`src/rtl/sfw_pkg.sv`:
```
package sfw_pkg;

    typedef enum logic [2:0] {
        ST_IDLE,
        ST_REQ,
        ST_WAIT,
        ST_DATA,
        ST_LOCAL,
        ST_ERR1,
        ST_ERR2
    } sfw_state_e;

    typedef enum logic [1:0] {
        ACT_NONE,
        ACT_FETCH,
        ACT_LOCAL,
        ACT_ERROR
    } sfw_act_e;

    localparam logic [1:0] TR_IDLE = 2'b00;

endpackage

```
`src/rtl/sfw_addr_map.sv`:
```
module sfw_addr_map #(
    parameter int ADDR_W = 32,
    parameter int OFS_W  = 27,
    parameter logic [ADDR_W-1:0] BASE = 32'h4000_0000,
    parameter int SZ_W   = $clog2(OFS_W + 1)
) (
    input  logic [ADDR_W-1:0] haddr_i,
    input  logic [SZ_W-1:0]   size_log2_i,
    output logic [OFS_W-1:0]  word_addr_o,
    output logic              in_range_o
);

    logic [ADDR_W-1:0] diff;
    logic [OFS_W-1:0]  ofs;
    logic              outside;
    logic              past_size;
    logic              top_word;

    assign diff = haddr_i - BASE;
    assign ofs  = diff[OFS_W-1:0];

    generate
        if (ADDR_W > OFS_W) begin : g_wide
            assign outside = |diff[ADDR_W-1:OFS_W];
        end else begin : g_full
            assign outside = 1'b0;
        end
    endgenerate

    always_comb begin
        if (32'(size_log2_i) >= 32'(OFS_W)) begin
            past_size = 1'b0;
        end else begin
            past_size = |(ofs >> size_log2_i);
        end
        top_word    = &ofs[OFS_W-1:2];
        word_addr_o = {ofs[OFS_W-1:2], 2'b00};
        in_range_o  = !outside && !past_size && !top_word;
    end

endmodule

```
`src/rtl/sfw_decode.sv`:
```
module sfw_decode
    import sfw_pkg::*;
(
    input  logic       clk_i,
    input  logic       rst_ni,
    input  logic       hsel_i,
    input  logic       hready_i,
    input  logic [1:0] htrans_i,
    input  logic       hwrite_i,
    input  logic       flash_mode_i,
    input  logic       in_range_i,
    output sfw_act_e   act_o
);

    always_comb begin
        act_o = ACT_NONE;
        if (hsel_i && hready_i && htrans_i != TR_IDLE) begin
            if (!flash_mode_i) begin
                act_o = ACT_LOCAL;
            end else if (hwrite_i) begin
                act_o = ACT_ERROR;
            end else if (in_range_i) begin
                act_o = ACT_FETCH;
            end else begin
                act_o = ACT_LOCAL;
            end
        end
    end

    AST_CMD_MODE_NO_FETCH: assert property (@(posedge clk_i) disable iff (!rst_ni)
        !flash_mode_i |-> act_o != ACT_FETCH && act_o != ACT_ERROR);

    AST_QUIET_NO_ACTION: assert property (@(posedge clk_i) disable iff (!rst_ni)
        (!hsel_i || !hready_i || htrans_i == TR_IDLE) |-> act_o == ACT_NONE);

endmodule

```
`src/rtl/sfw_ctrl.sv`:
```
module sfw_ctrl
    import sfw_pkg::*;
#(
    parameter int OFS_W  = 27,
    parameter int DATA_W = 32,
    parameter logic [DATA_W-1:0] FILL = 32'hA5A5_5A5A
) (
    input  logic              clk_i,
    input  logic              rst_ni,
    input  sfw_act_e          act_i,
    input  logic [OFS_W-1:0]  word_addr_i,
    input  logic              req_ready_i,
    input  logic              rsp_valid_i,
    input  logic [DATA_W-1:0] rsp_data_i,
    output logic              hreadyout_o,
    output logic              hresp_o,
    output logic [DATA_W-1:0] hrdata_o,
    output logic              req_valid_o,
    output logic [OFS_W-1:0]  req_addr_o
);

    sfw_state_e        state_q, state_d;
    logic [OFS_W-1:0]  addr_q;
    logic [DATA_W-1:0] data_q;
    logic              can_take;

    assign can_take = (state_q == ST_IDLE) || (state_q == ST_DATA) ||
                      (state_q == ST_LOCAL) || (state_q == ST_ERR2);

    always_comb begin
        state_d = state_q;
        unique case (state_q)
            ST_IDLE, ST_DATA, ST_LOCAL, ST_ERR2: begin
                unique case (act_i)
                    ACT_FETCH: state_d = ST_REQ;
                    ACT_LOCAL: state_d = ST_LOCAL;
                    ACT_ERROR: state_d = ST_ERR1;
                    default:   state_d = ST_IDLE;
                endcase
            end
            ST_REQ:  state_d = req_ready_i ? ST_WAIT : ST_REQ;
            ST_WAIT: state_d = rsp_valid_i ? ST_DATA : ST_WAIT;
            ST_ERR1: state_d = ST_ERR2;
            default: state_d = ST_IDLE;
        endcase
    end

    always_ff @(posedge clk_i) begin
        if (!rst_ni) begin
            state_q <= ST_IDLE;
            addr_q  <= '0;
            data_q  <= '0;
        end else begin
            state_q <= state_d;
            if (can_take && act_i == ACT_FETCH) begin
                addr_q <= word_addr_i;
            end
            if (state_q == ST_WAIT && rsp_valid_i) begin
                data_q <= rsp_data_i;
            end
        end
    end

    always_comb begin
        hreadyout_o = 1'b1;
        hresp_o     = 1'b0;
        hrdata_o    = FILL;
        req_valid_o = 1'b0;
        req_addr_o  = addr_q;
        unique case (state_q)
            ST_REQ: begin
                hreadyout_o = 1'b0;
                req_valid_o = 1'b1;
            end
            ST_WAIT: hreadyout_o = 1'b0;
            ST_DATA: hrdata_o = data_q;
            ST_ERR1: begin
                hreadyout_o = 1'b0;
                hresp_o     = 1'b1;
            end
            ST_ERR2: hresp_o = 1'b1;
            default: ;
        endcase
    end

    AST_ERR_TWO_CYCLE: assert property (@(posedge clk_i) disable iff (!rst_ni)
        (hresp_o && !hreadyout_o) |=> (hresp_o && hreadyout_o));

    AST_WRITE_NO_REQ: assert property (@(posedge clk_i) disable iff (!rst_ni)
        (can_take && act_i == ACT_ERROR) |=> !req_valid_o);

    AST_REQ_HELD: assert property (@(posedge clk_i) disable iff (!rst_ni)
        (req_valid_o && !req_ready_i) |=> (req_valid_o && $stable(req_addr_o)));

    AST_REQ_ALIGNED: assert property (@(posedge clk_i) disable iff (!rst_ni)
        req_valid_o |-> req_addr_o[1:0] == 2'b00);

    AST_TOP_WORD_BLOCKED: assert property (@(posedge clk_i) disable iff (!rst_ni)
        req_valid_o |-> !(&req_addr_o[OFS_W-1:2]));

    AST_RSP_DELIVERED: assert property (@(posedge clk_i) disable iff (!rst_ni)
        (state_q == ST_WAIT && rsp_valid_i) |=>
            (hreadyout_o && !hresp_o && hrdata_o == $past(rsp_data_i)));

    AST_RESET_IDLE: assert property (@(posedge clk_i)
        !rst_ni |=> (hreadyout_o && !hresp_o && !req_valid_o));

endmodule

```
`src/rtl/sflash_ahb_window.sv`:
```
module sflash_ahb_window
    import sfw_pkg::*;
#(
    parameter int ADDR_W = 32,
    parameter int OFS_W  = 27,
    parameter int DATA_W = 32,
    parameter logic [ADDR_W-1:0] BASE = 32'h4000_0000,
    parameter logic [DATA_W-1:0] FILL = 32'hA5A5_5A5A,
    localparam int SZ_W  = $clog2(OFS_W + 1)
) (
    input  logic              clk,
    input  logic              rst_n,
    input  logic              flash_mode,
    input  logic [SZ_W-1:0]   size_log2,
    input  logic              hsel,
    input  logic [ADDR_W-1:0] haddr,
    input  logic [1:0]        htrans,
    input  logic              hwrite,
    input  logic              hready,
    output logic              hreadyout,
    output logic              hresp,
    output logic [DATA_W-1:0] hrdata,
    output logic              req_valid,
    output logic [OFS_W-1:0]  req_addr,
    input  logic              req_ready,
    input  logic              rsp_valid,
    input  logic [DATA_W-1:0] rsp_data
);

    logic [OFS_W-1:0] word_addr;
    logic             in_range;
    sfw_act_e         act;

    sfw_addr_map #(
        .ADDR_W (ADDR_W),
        .OFS_W  (OFS_W),
        .BASE   (BASE),
        .SZ_W   (SZ_W)
    ) u_map (
        .haddr_i     (haddr),
        .size_log2_i (size_log2),
        .word_addr_o (word_addr),
        .in_range_o  (in_range)
    );

    sfw_decode u_dec (
        .clk_i        (clk),
        .rst_ni       (rst_n),
        .hsel_i       (hsel),
        .hready_i     (hready),
        .htrans_i     (htrans),
        .hwrite_i     (hwrite),
        .flash_mode_i (flash_mode),
        .in_range_i   (in_range),
        .act_o        (act)
    );

    sfw_ctrl #(
        .OFS_W  (OFS_W),
        .DATA_W (DATA_W),
        .FILL   (FILL)
    ) u_ctrl (
        .clk_i       (clk),
        .rst_ni      (rst_n),
        .act_i       (act),
        .word_addr_i (word_addr),
        .req_ready_i (req_ready),
        .rsp_valid_i (rsp_valid),
        .rsp_data_i  (rsp_data),
        .hreadyout_o (hreadyout),
        .hresp_o     (hresp),
        .hrdata_o    (hrdata),
        .req_valid_o (req_valid),
        .req_addr_o  (req_addr)
    );

endmodule

```
`config.mk`:
```
export PLATFORM = sky130hd
export DESIGN_NAME = sflash_ahb_window
export DESIGN_NICKNAME = d
export VERILOG_FILES = /design/src/rtl/sfw_pkg.sv /design/src/rtl/sfw_addr_map.sv /design/src/rtl/sfw_decode.sv /design/src/rtl/sfw_ctrl.sv /design/src/rtl/sflash_ahb_window.sv
export SDC_FILE = /design/constraint.sdc
export NUM_CORES = 1
export LEC_CHECK = 0
export BUFFER_PORTS_ARGS = -buffer_cell sky130_fd_sc_hd__buf_2
export CORE_MARGIN = 4
export CORE_UTILIZATION = 38
export CTS_BUF_LIST = sky130_fd_sc_hd__clkbuf_16
export CTS_CLUSTER_DIAMETER = 30
export CTS_CLUSTER_SIZE = 25
export DETAILED_ROUTE_END_ITERATION = 7
export GPL_TIMING_DRIVEN = 1
export PLACE_DENSITY = 0.67
export SLEW_MARGIN = 30
export SYNTH_ARGS = -nofsm -noshare
export SYNTH_HDL_FRONTEND = slang
export SYNTH_SLANG_ARGS = --single-unit
```
`constraint.sdc`:
```
create_clock -name clk -period 3.2 [get_ports clk]
set_input_delay 0.48 -clock clk [delete_from_list [all_inputs] [get_ports clk]]
set_output_delay 0.48 -clock clk [all_outputs]
set_load 0.01 [all_outputs]
```
==> impl_metrics.json, run 1 <==
{
  "numCtsBuffers": 9,
  "period_minus_slack_ns": 2.67,
  "clock_insertion_delay_worst_skew_ns": 0.32,
  "post_drt_wl_per_cell_um": 15.1,
  "yosysWarnings": 0,
  "startpoint": "size_log2[0]",
  "timing.final.crit_share": 0.835,
  "detailedPlacementHpwl_um": 7160,
  "grt_antenna_before_repair": 0,
  "cts-hold-fix-buffers": 0,
  "power-per-cell-area_mw_per_mm2": 471,
  "post-layout-total-power_uw": 1970,
  "drt.antenna.violating_nets": 0,
  "netlist_area_mm2": 0.00317,
  "worst_setup_hold_path_clk_slew_ns": 0.06,
  "die_area_mm2": 0.00985,
  "cp_num_buf_inv": 2,
  "postSynthRegisterBits": 60,
  "dr.pass1.iters": 4,
  "rr_endpoint": "u_ctrl.req_addr_o[4]$_SDFFE_PN0P_",
  "die_x_um": 99.3,
  "die_y_um": 99.3,
  "setup_repair_after_global_routing_missed_its_margin": "false",
  "synth.yosys.seq_area_share": 0.379,
  "register_area_mm2": 0.00120,
  "worst_case_clock_buffer_depth": 2,
  "max_slew_margin": 0.372,
  "fillers": 865,
  "critical_path_end_type": "flip-flop",
  "grt_util_all_layers": 0.195,
  "synthFlopType": "sky130_fd_sc_hd__dfxtp_1",
  "boundaryPins": 141,
  "drt_first_iter_violations": 167,
  "max_capacitance_violation_count": 0,
  "regToRegStartpoint": "u_ctrl.state_q[1]$_SDFF_PN0_",
  "ff2ff_path_depth": 6,
  "criticalPathCategory": "input pin to flip-flop",
  "cts_tree": "built",
  "drive_above_1_share": 0.317,
  "clock_power_share": 0.531,
  "design.core.area_mm2": 0.00818,
  "num_antenna_cells": 0,
  "grt_first_pass_wirelength_um": 15800,
  "htree_levels": 3,
  "start_util": 0.387,
  "area_growth_syn_to_layout_pct": 32.0,
  "worst_path_largest_cell_delay_ns": 0.34,
  "timing.critical_path.from_type": "input pin",
  "num-nets-final": 617,
  "ff2ff_setup_slack_ns": 0.83,
  "timing.final.ws_setup_ns": 0.527,
  "vdd_drop_max_mv": 0.264,
  "post_cts.repair.setup_buffers": 0,
  "final_cells": 648,
  "overflow": 0,
  "post_cts.resized_instances": 0,
  "instance_count_of_the_mapped_netlist": 416,
  "cp.depth": 10,
  "whs_path_depth": 3,
  "cts.sink_count": 60,
  "cts-root-buf": "sky130_fd_sc_hd__clkbuf_16",
  "post-place-cells": 632,
  "fin_worst_skew_ns": 0.00803,
  "internal_power_uw": 1510,
  "status": "completed",
  "num_rows": 33,
  "grt_start_max_net_pins": 35,
  "required_ns": 3.44,
  "synth_enable_flop_cells": 0,
  "syn_avg_cell_area_um2": 7.61,
  "preCtsSetupSlack_ns": 0.222,
  "report.final.setup_viol": 0,
  "holdPathEnd": "u_ctrl.data_q[22]$_SDFFE_PN0P_",
  "post_synthesis_async_set_or_reset_flop_share": 0,
  "post-route-drc-count": 0,
  "beginning_of_the_worst_hold_path": "rsp_data[22]",
  "power.static_leakage_uw": 0.00176,
  "timing.final.hold_violations": 0,
  "area_of_combinational_cells_with_multiple_inputs_mm2": 0.00173,
  "power.sequential.fraction": 0.384,
  "gpl.final_weighted_congestion": 0.849,
  "finalWirelength_um": 9770,
  "p_comb_frac": 0.085,
  "portBuffers": 138,
  "fmaxAchievable_ghz": 0.374,
  "power.net_switching_uw": 460,
  "final_number_of_max_transition_violations": 0,
  "cp_cell_sequence": "buf_2 -> mux2_4 -> or3_1 -> a211oi_2 -> o311ai_1 -> a211oi_2 -> and3b_1 -> buf_12 -> nand3_1 -> a21oi_1",
  "crit_path_max_fanout": 23,
  "worstPathArrival_ns": 2.92,
  "route.detailed.vias_per_inst": 5.28,
  "hold_path_class": "input pin to flip-flop",
  "cpMaxStageDelayCell": "sky130_fd_sc_hd__mux2_4",
  "fin_tns_setup_ns": 0,
  "netSwitchingFraction": 0.234,
  "timing.critical_path.max_delay_family": "compound AO/OA/AOI/OAI gates",
  "path_common_cell": "sky130_fd_sc_hd__a211oi_2",
  "dr_total_vias": 3419,
  "tightest_slew_ns": 0.941,
  "number_of_global_route_vias_before_repair": 3336,
  "ys_types": 57
}
-- cell usage in the layout (no fill, tap or decap), types with 9 or more instances in the layout --
cell                        count
sky130_fd_sc_hd__o21ai_0       29
sky130_fd_sc_hd__a21oi_1       60
sky130_fd_sc_hd__nor2_1        12
sky130_fd_sc_hd__dfxtp_1       60
sky130_fd_sc_hd__nand3_1       27
sky130_fd_sc_hd__clkbuf_16      9
sky130_fd_sc_hd__and3_1        17
sky130_fd_sc_hd__nand2b_1      24
sky130_fd_sc_hd__buf_2        138
sky130_fd_sc_hd__nand2_1       71
-- worst reg2reg max path, stage by stage (launching register included) --
cell and delay (ns):
sky130_fd_sc_hd__dfxtp_1 0.41, sky130_fd_sc_hd__nor2b_1 0.26, sky130_fd_sc_hd__buf_4 0.25, sky130_fd_sc_hd__xnor2_1 0.16
sky130_fd_sc_hd__nand3_1 0.63, sky130_fd_sc_hd__o21ai_0 0.44, sky130_fd_sc_hd__a21oi_1 0.11
-- flip-flops by register name, indices dropped and copies added (netlist names) --
| signal | cells |
|---|---|
| u_ctrl.data_q | 32 |
| u_ctrl.req_addr_o | 25 |
| u_ctrl.state_q | 3 |
-- through the flow --
| stage | utilization | instance area, µm² | hold slack [ns] |
|---|---|---|---|
| 6_report | 0.511 | 4180 | 0.394 |
| 5_1_grt | 0.511 | 4180 | 0.388 |
| 4_1_cts | 0.511 | 4180 | 0.382 |
| 3_5_place_dp | 0.471 | 3850 | 0.441 |
| 3_3_place_gp | 0.471 | 3850 | 0.436 |
| 2_1_floorplan | - | 3170 | 0.431 |
-- power groups by stage --
stage	combinational (µW)	clock [µW]	sequential (µW)
3_3_place_gp	164	0	771
4_1_cts	166	1070	755
2_1_floorplan	91.5	0	769
6_report	167	1040	755
3_5_place_dp	165	0	771
5_1_grt	183	1090	755
-- worst max-delay path by stage --
stage	to	slack (ns)
CTS	u_ctrl.req_addr_o[2]$_SDFFE_PN0P_	0.55
global route	u_ctrl.req_addr_o[6]$_SDFFE_PN0P_	0.32
global placement	u_ctrl.req_addr_o[26]$_SDFFE_PN0P_	0.32
finish	u_ctrl.req_addr_o[2]$_SDFFE_PN0P_	0.53
detailed placement	u_ctrl.req_addr_o[2]$_SDFFE_PN0P_	0.22
floorplan	u_ctrl.req_addr_o[7]$_SDFFE_PN0P_	0.65
-- synthesized netlist by cell type, types with 2 or more instances --
| library cell | instances | area (µm²) |
|---|---|---|
| sky130_fd_sc_hd__a211o_1 | 3 | 26.3 |
| sky130_fd_sc_hd__a211oi_1 | 3 | 22.5 |
| sky130_fd_sc_hd__a211oi_2 | 2 | 25.0 |
| sky130_fd_sc_hd__a21oi_1 | 60 | 300 |
| sky130_fd_sc_hd__a32oi_1 | 3 | 26.3 |
| sky130_fd_sc_hd__and2_1 | 3 | 18.8 |
| sky130_fd_sc_hd__and3_1 | 17 | 106 |
| sky130_fd_sc_hd__buf_2 | 4 | 20.0 |
| sky130_fd_sc_hd__buf_4 | 4 | 30.0 |
| sky130_fd_sc_hd__buf_6 | 2 | 22.5 |
| sky130_fd_sc_hd__buf_8 | 2 | 30.0 |
| sky130_fd_sc_hd__clkbuf_1 | 20 | 75.1 |
| sky130_fd_sc_hd__clkbuf_2 | 2 | 10.0 |
| sky130_fd_sc_hd__dfxtp_1 | 60 | 1200 |
| sky130_fd_sc_hd__inv_1 | 7 | 26.3 |
| sky130_fd_sc_hd__mux2_2 | 2 | 22.5 |
| sky130_fd_sc_hd__mux2i_1 | 5 | 50.1 |
| sky130_fd_sc_hd__nand2_1 | 71 | 267 |
| sky130_fd_sc_hd__nand2b_1 | 24 | 150 |
| sky130_fd_sc_hd__nand3_1 | 27 | 135 |
| sky130_fd_sc_hd__nand4_1 | 6 | 37.5 |
| sky130_fd_sc_hd__nor2_1 | 12 | 45.0 |
| sky130_fd_sc_hd__nor2b_1 | 6 | 37.5 |
| sky130_fd_sc_hd__nor3_1 | 5 | 25.0 |
| sky130_fd_sc_hd__nor4_1 | 3 | 18.8 |
| sky130_fd_sc_hd__o211ai_1 | 3 | 22.5 |
| sky130_fd_sc_hd__o21ai_0 | 29 | 145 |
| sky130_fd_sc_hd__or3_1 | 2 | 12.5 |
-- final cells by class --
type / count / area share
Multi-Input combinational cell: 313 / 0.414
Sequential cell: 60 / 0.288
Timing Repair Buffer: 146 / 0.183
Clock buffer: 9 / 0.0539
Tap cell: 105 / 0.0314
Clock inverter: 7 / 0.0237
Inverter: 8 / 0.00719
-- routing by layer --
metal / GRT usage / up-vias / routed length (µm)
li1: - / 1703 / -
met5: 0 / - / 0
met4: 0.0840 / 0 / 191
met3: 0.0386 / 15 / 489
met1: 0.248 / 1609 / 4250
met2: 0.323 / 92 / 4840
-- kinds of logic (layout without fill, tap and decap cells) --
family,Yosys count,after routing,synth area share
XOR/XNOR,1,1,0.00277
AO/OA/AOI/OAI,118,118,0.222
other,1,2,0.00118
AND/OR/NAND/NOR,184,184,0.291
multiplexers,8,8,0.0277
buffers and inverters,44,170,0.0763
flip-flops,60,60,0.379
Note: power is estimated with default switching activity, not from simulation.
==> inputs of run 2 (changes only) <==
==> constraint.sdc (replaced) <==
create_clock -name clk -period 2.8 [get_ports clk]
set_input_delay 0.42 -clock clk [delete_from_list [all_inputs] [get_ports clk]]
set_output_delay 0.42 -clock clk [all_outputs]
set_load 0.01 [all_outputs]
==> run 2 against run 1 <==
  * Wire length down 3.7%
  * Sequential power up 14%
  * Sequential share of layout area shrank 0.060 points
  * Clock skew about the same
  * Clock-buffer cell count unchanged
  * Final cell count is the same
  * Total power is 11% higher
  * Global-route usage down 0.57 points
  * Largest power group unchanged
==> impl_metrics.json, run 2 (synthesis gave the netlist of run 1 again) <==
{
  "whs_path_depth": 3,
  "worst_case_clock_buffer_depth": 2,
  "post_cts.resized_instances": 0,
  "start_util": 0.387,
  "report.final.setup_viol": 0,
  "cts_tree": "built",
  "number_of_flip_flops_under_the_largest_register_name": 32,
  "cp_num_buf_inv": 3,
  "grt_util_all_layers": 0.190,
  "drt.antenna.violating_nets": 0,
  "dr_total_vias": 3440,
  "worst_path_largest_cell_delay_ns": 0.35,
  "hold_path_class": "input pin to flip-flop",
  "period_minus_slack_ns": 2.40,
  "fin_tns_setup_ns": 0,
  "timing.final.hold_violations": 0,
  "design.core.area_mm2": 0.00818,
  "internal_power_uw": 1710,
  "cpMaxStageDelayCell": "sky130_fd_sc_hd__nor4_1",
  "fillers": 849,
  "timing.critical_path.max_delay_family": "compound AO/OA/AOI/OAI gates",
  "htree_levels": 3,
  "setup_repair_after_global_routing_missed_its_margin": "false",
  "final_cell_area_mm2": 0.00419,
  "drt_first_iter_violations": 173,
  "crit_path_max_fanout": 25,
  "die_area_mm2": 0.00985,
  "cp.depth": 11,
  "max_capacitance_violation_count": 0,
  "clock_power_share": 0.516,
  "final_number_of_max_transition_violations": 0,
  "netSwitchingFraction": 0.218,
  "cp_cell_sequence": "buf_2 -> buf_12 -> mux2i_1 -> a32oi_1 -> nor4_1 -> o21ai_0 -> a211oi_2 -> and3b_1 -> buf_12 -> nand3_1 -> a21oi_1",
  "cts-root-buf": "sky130_fd_sc_hd__clkbuf_16",
  "finalWirelength_um": 9410,
  "num-nets-final": 617,
  "grt_antenna_before_repair": 0,
  "power.net_switching_uw": 475,
  "critical_path_end_type": "flip-flop",
  "status": "completed",
  "tightest_slew_ns": 0.856,
  "criticalPathCategory": "input pin to flip-flop",
  "clock_insertion_delay_worst_skew_ns": 0.32,
  "post-place-cells": 632,
  "route.detailed.vias_per_inst": 5.31,
  "final_common_cell": "sky130_fd_sc_hd__buf_2",
  "path_common_cell": "sky130_fd_sc_hd__buf_12",
  "required_ns": 3.04,
  "ff2ff_path_depth": 5,
  "mostFrequentLayoutCells": "138 x sky130_fd_sc_hd__buf_2, 71 x sky130_fd_sc_hd__nand2_1, 60 x sky130_fd_sc_hd__a21oi_1, 60 x sky130_fd_sc_hd__dfxtp_1, 29 x sky130_fd_sc_hd__o21ai_0",
  "post_drt_wl_per_cell_um": 14.5,
  "max_slew_margin": 0.429,
  "fin_worst_skew_ns": 0.00756,
  "post-route-drc-count": 0,
  "overflow": 0,
  "worstPathArrival_ns": 2.64,
  "worst_setup_hold_path_clk_slew_ns": 0.05,
  "timing.critical_path.from_type": "input pin",
  "power.static_leakage_uw": 0.00178,
  "final_cells": 648,
  "detailedPlacementHpwl_um": 6970,
  "gpl.final_weighted_congestion": 0.865,
  "fmaxAchievable_ghz": 0.417,
  "p_comb_frac": 0.089,
  "grt_start_max_net_pins": 61,
  "portBuffers": 138,
  "cts.sink_count": 60,
  "num_rows": 33,
  "cts-hold-fix-buffers": 0,
  "die_y_um": 99.3,
  "boundaryPins": 141,
  "number_of_global_route_vias_before_repair": 3259,
  "drive_above_1_share": 0.311,
  "timing.final.crit_share": 0.857,
  "num_antenna_cells": 0,
  "die_x_um": 99.3,
  "numCtsBuffers": 9,
  "registers.top_by_ff_count": "u_ctrl.data_q",
  "placed_area_mm2": 0.00388,
  "power-per-cell-area_mw_per_mm2": 521,
  "power.sequential.fraction": 0.395,
  "area_growth_syn_to_layout_pct": 32.3,
  "grt_first_pass_wirelength_um": 15400,
  "vdd_drop_max_mv": 0.343,
  "post_cts.repair.setup_buffers": 0,
  "dr.pass1.iters": 4
}
run 2: changes by cell type in the layout (fill, tap and decap cells not counted), sizes merged:
cell,change
clkinvlp,-1
inv,-1
clkinv,+2
run 2: stage by stage:
stage	setup slack (ns)	util	power (µW)	hold WS (ns)
final	0.400	0.512	2180	0.336
after global routing	0.199	0.512	2270	0.339
after CTS	0.401	0.512	2210	0.326
after detailed placement	0.0741	0.474	1070	0.441
after global placement	0.151	0.474	1070	0.436
after floorplan	0.313	-	983	0.431
run 2: worst paths after layout:
path / start / endpoint / slack, ns
min: rsp_data[17] / u_ctrl.data_q[17]$_SDFFE_PN0P_ / 0.34
max reg2reg: u_ctrl.state_q[1]$_SDFF_PN0_ / u_ctrl.req_addr_o[19]$_SDFFE_PN0P_ / 0.70
min reg2reg: u_ctrl.data_q[6]$_SDFFE_PN0P_ / u_ctrl.data_q[6]$_SDFFE_PN0P_ / 0.45
max: size_log2[0] / u_ctrl.req_addr_o[15]$_SDFFE_PN0P_ / 0.40
run 2: per-layer routing:
| metal | vias up | global-route usage | part of all wire |
|---|---|---|---|
| met1 | 1590 | 0.230 | 0.41 |
| li1 | 1700 | - | - |
| met2 | 126 | 0.319 | 0.50 |
| met3 | 24 | 0.0372 | 0.058 |
| met4 | 0 | 0.0956 | 0.031 |
| met5 | - | 0 | 0 |
run 2: final cells by class:
cell class	instances	area, µm²	area share
multi-input cells	313	1730	0.413
repair buffers	146	788	0.188
flip-flops and latches	60	1200	0.287
inverters	8	30.0	0.00717
clock inverters	7	82.6	0.0197
clock buffers	9	225	0.0538
well taps	105	131	0.0314
run 2: worst min-delay path: stages:
cell and delay, ns:
sky130_fd_sc_hd__buf_2 0.09, sky130_fd_sc_hd__nand2_1 0.04, sky130_fd_sc_hd__a21oi_1 0.05
run 2: power by group through the flow:
stage / Clock, µW / Combinational (µW) / Sequential (µW)
after global routing: 1190 / 215 / 861
after CTS: 1160 / 193 / 861
final: 1130 / 195 / 862
after floorplan: 0 / 105 / 879
after global placement: 0 / 190 / 879
after detailed placement: 0 / 192 / 879
==> inputs of run 3 (changes only) <==
--- a/config.mk
+++ b/config.mk
@@ -8,7 +8,7 @@
 export BUFFER_PORTS_ARGS = -buffer_cell sky130_fd_sc_hd__buf_2
 export CORE_MARGIN = 4
 export CORE_UTILIZATION = 38
-export CTS_BUF_LIST = sky130_fd_sc_hd__clkbuf_16
+export CTS_BUF_LIST = sky130_fd_sc_hd__clkbuf_4
 export CTS_CLUSTER_DIAMETER = 30
 export CTS_CLUSTER_SIZE = 25
 export DETAILED_ROUTE_END_ITERATION = 7
==> run 3 against run 2 <==
  * Total power decreased by 21%
  * Design area decreased by 3.7%
  * Clock-buffer cell count increased by 1
  * Register-to-register slack about the same
  * Sequential share of layout area increased by 1.1 points
  * Wire length decreased by 1.1%
  * Sequential power about the same
  * Die area unchanged
  * Utilization decreased by 1.9 points
  * Worst hold slack got worse by 0.081 ns
  * Final cell count unchanged
  * Critical endpoint is now hrdata[31]
==> impl_metrics.json, run 3 (synthesis gave the netlist of run 1 again) <==
{
  "timing.critical_path.from_type": "flip-flop",
  "die_y_um": 99.3,
  "max_capacitance_violation_count": 0,
  "critical_path_end_type": "output port",
  "post_drt_wl_per_cell_um": 14.4,
  "fillers": 858,
  "vdd_drop_max_mv": 0.223,
  "die_x_um": 99.3,
  "grt_antenna_before_repair": 0,
  "timing.final.crit_share": 0.855,
  "globalRouteMet2Util": 0.319,
  "status": "completed",
  "cts_tree": "built",
  "finalWirelength_um": 9310,
  "boundaryPins": 141,
  "max_slew_margin": 0.429,
  "grtUsageMet3": 0.0351,
  "power-per-cell-area_mw_per_mm2": 427,
  "cts-root-buf": "sky130_fd_sc_hd__clkbuf_4",
  "detailedPlacementHpwl_um": 6970,
  "numCtsBuffers": 9,
  "fin_tns_setup_ns": 0,
  "cts-hold-fix-buffers": 0,
  "portBuffers": 138,
  "post_cts.resized_instances": 0,
  "worst_case_clock_buffer_depth": 2,
  "hold_path_class": "input pin to flip-flop",
  "start_util": 0.387,
  "busiest_layer": "met2",
  "final_common_cell": "sky130_fd_sc_hd__buf_2",
  "final_number_of_max_transition_violations": 0,
  "num_rows": 33,
  "timing.final.hold_violations": 0,
  "mostFrequentLayoutCells": "138 x sky130_fd_sc_hd__buf_2, 71 x sky130_fd_sc_hd__nand2_1, 60 x sky130_fd_sc_hd__a21oi_1, 60 x sky130_fd_sc_hd__dfxtp_1, 29 x sky130_fd_sc_hd__o21ai_0",
  "die_area_mm2": 0.00985,
  "cp_num_buf_inv": 2,
  "tightest_slew_ns": 0.856,
  "num-nets-final": 617,
  "post_cts.repair.setup_buffers": 0,
  "period_minus_slack_ns": 2.39,
  "holdWs_ns": 0.255,
  "worst_path_largest_cell_delay_ns": 0.43,
  "design.core.area_mm2": 0.00818,
  "cpMaxStageDelayCell": "sky130_fd_sc_hd__and2_0",
  "clock_insertion_delay_worst_skew_ns": 0.39,
  "area_growth_syn_to_layout_pct": 27.4,
  "dr.pass1.iters": 6,
  "fin_worst_skew_ns": 0.0171,
  "report.final.setup_viol": 0,
  "registers.top_by_ff_count": "u_ctrl.data_q",
  "drive_above_1_share": 0.313,
  "number_of_global_route_vias_before_repair": 3241,
  "route.detailed.vias_per_inst": 5.25,
  "post-route-drc-count": 0,
  "cp_cell_sequence": "nor2b_1 -> and2_0 -> buf_4 -> nand2b_1 -> buf_2",
  "fmaxAchievable_ghz": 0.418,
  "htree_levels": 3,
  "groute.layer.met1.usage": 0.227,
  "crit_path_max_fanout": 11,
  "grt_util_all_layers": 0.188,
  "worst_setup_hold_path_clk_slew_ns": 0.11,
  "dr_total_vias": 3405,
  "drt.antenna.violating_nets": 0,
  "criticalPathCategory": "flip-flop to output port",
  "timing.critical_path.max_delay_family": "simple AND/OR/NAND/NOR gates",
  "required_ns": 2.38,
  "cts.sink_count": 60,
  "num_antenna_cells": 0,
  "power.static_leakage_uw": 0.00171,
  "setup_repair_after_global_routing_missed_its_margin": "false",
  "grt_start_max_net_pins": 61,
  "worstPathArrival_ns": 1.97,
  "grt_first_pass_wirelength_um": 15300,
  "number_of_flip_flops_under_the_largest_register_name": 32,
  "gpl.final_weighted_congestion": 0.865,
  "overflow": 0,
  "drt_first_iter_violations": 163
}
==> run 3: worst paths after layout <==
path / start / end / slack (ns) / depth (start not counted)
worst min-delay path: rsp_data[27] / u_ctrl.data_q[27]$_SDFFE_PN0P_ / 0.25 / 3
worst min register to register: u_ctrl.data_q[6]$_SDFFE_PN0P_ / u_ctrl.data_q[6]$_SDFFE_PN0P_ / 0.45 / 2
worst max register to register: u_ctrl.state_q[1]$_SDFF_PN0_ / u_ctrl.req_addr_o[26]$_SDFFE_PN0P_ / 0.70 / 5
worst max-delay path: u_ctrl.state_q[1]$_SDFF_PN0_ / hrdata[31] / 0.41 / 5
==> run 3: layout make-up <==
type,count,area [µm²],area share
Tap cell,105,131,0.0326
Sequential cell,60,1200,0.298
Multi-Input combinational cell,313,1730,0.428
Inverter,8,30.0,0.00745
Clock inverter,6,78.8,0.0195
Timing Repair Buffer,146,788,0.195
Clock buffer,10,75.1,0.0186
==> run 3: worst min-delay path: cells and delay by family <==
family	cells	cell delay (ns)
buf+inv	1	0.09
simple gates	1	0.05
compound gates	1	0.05
==> run 3: routing by layer <==
metal	vias up	part of all wire
met5	-	0
met3	26	0.054
met1	1572	0.42
met2	104	0.50
li1	1703	-
met4	0	0.028
==> run 3: metrics by stage <==
stage          instance area [µm²]  cells   util  total power, µW  worst slack, ns
6_report                      4030    648  0.493             1720            0.405
2_1_floorplan                 3170    417      -              983            0.313
3_3_place_gp                  3880    632  0.474             1070            0.151
5_1_grt                       4030    648  0.493             1800            0.179
3_5_place_dp                  3880    632  0.474             1070           0.0741
4_1_cts                       4030    648  0.493             1750            0.303
==> run 3: report_power, final <==
part | internal [µW] | switching [µW] | total, µW
sequential | 857 | 2.65 | 859
clock | 365 | 304 | 670
combinational | 82.3 | 112 | 194
total | 1300 | 419 | 1720
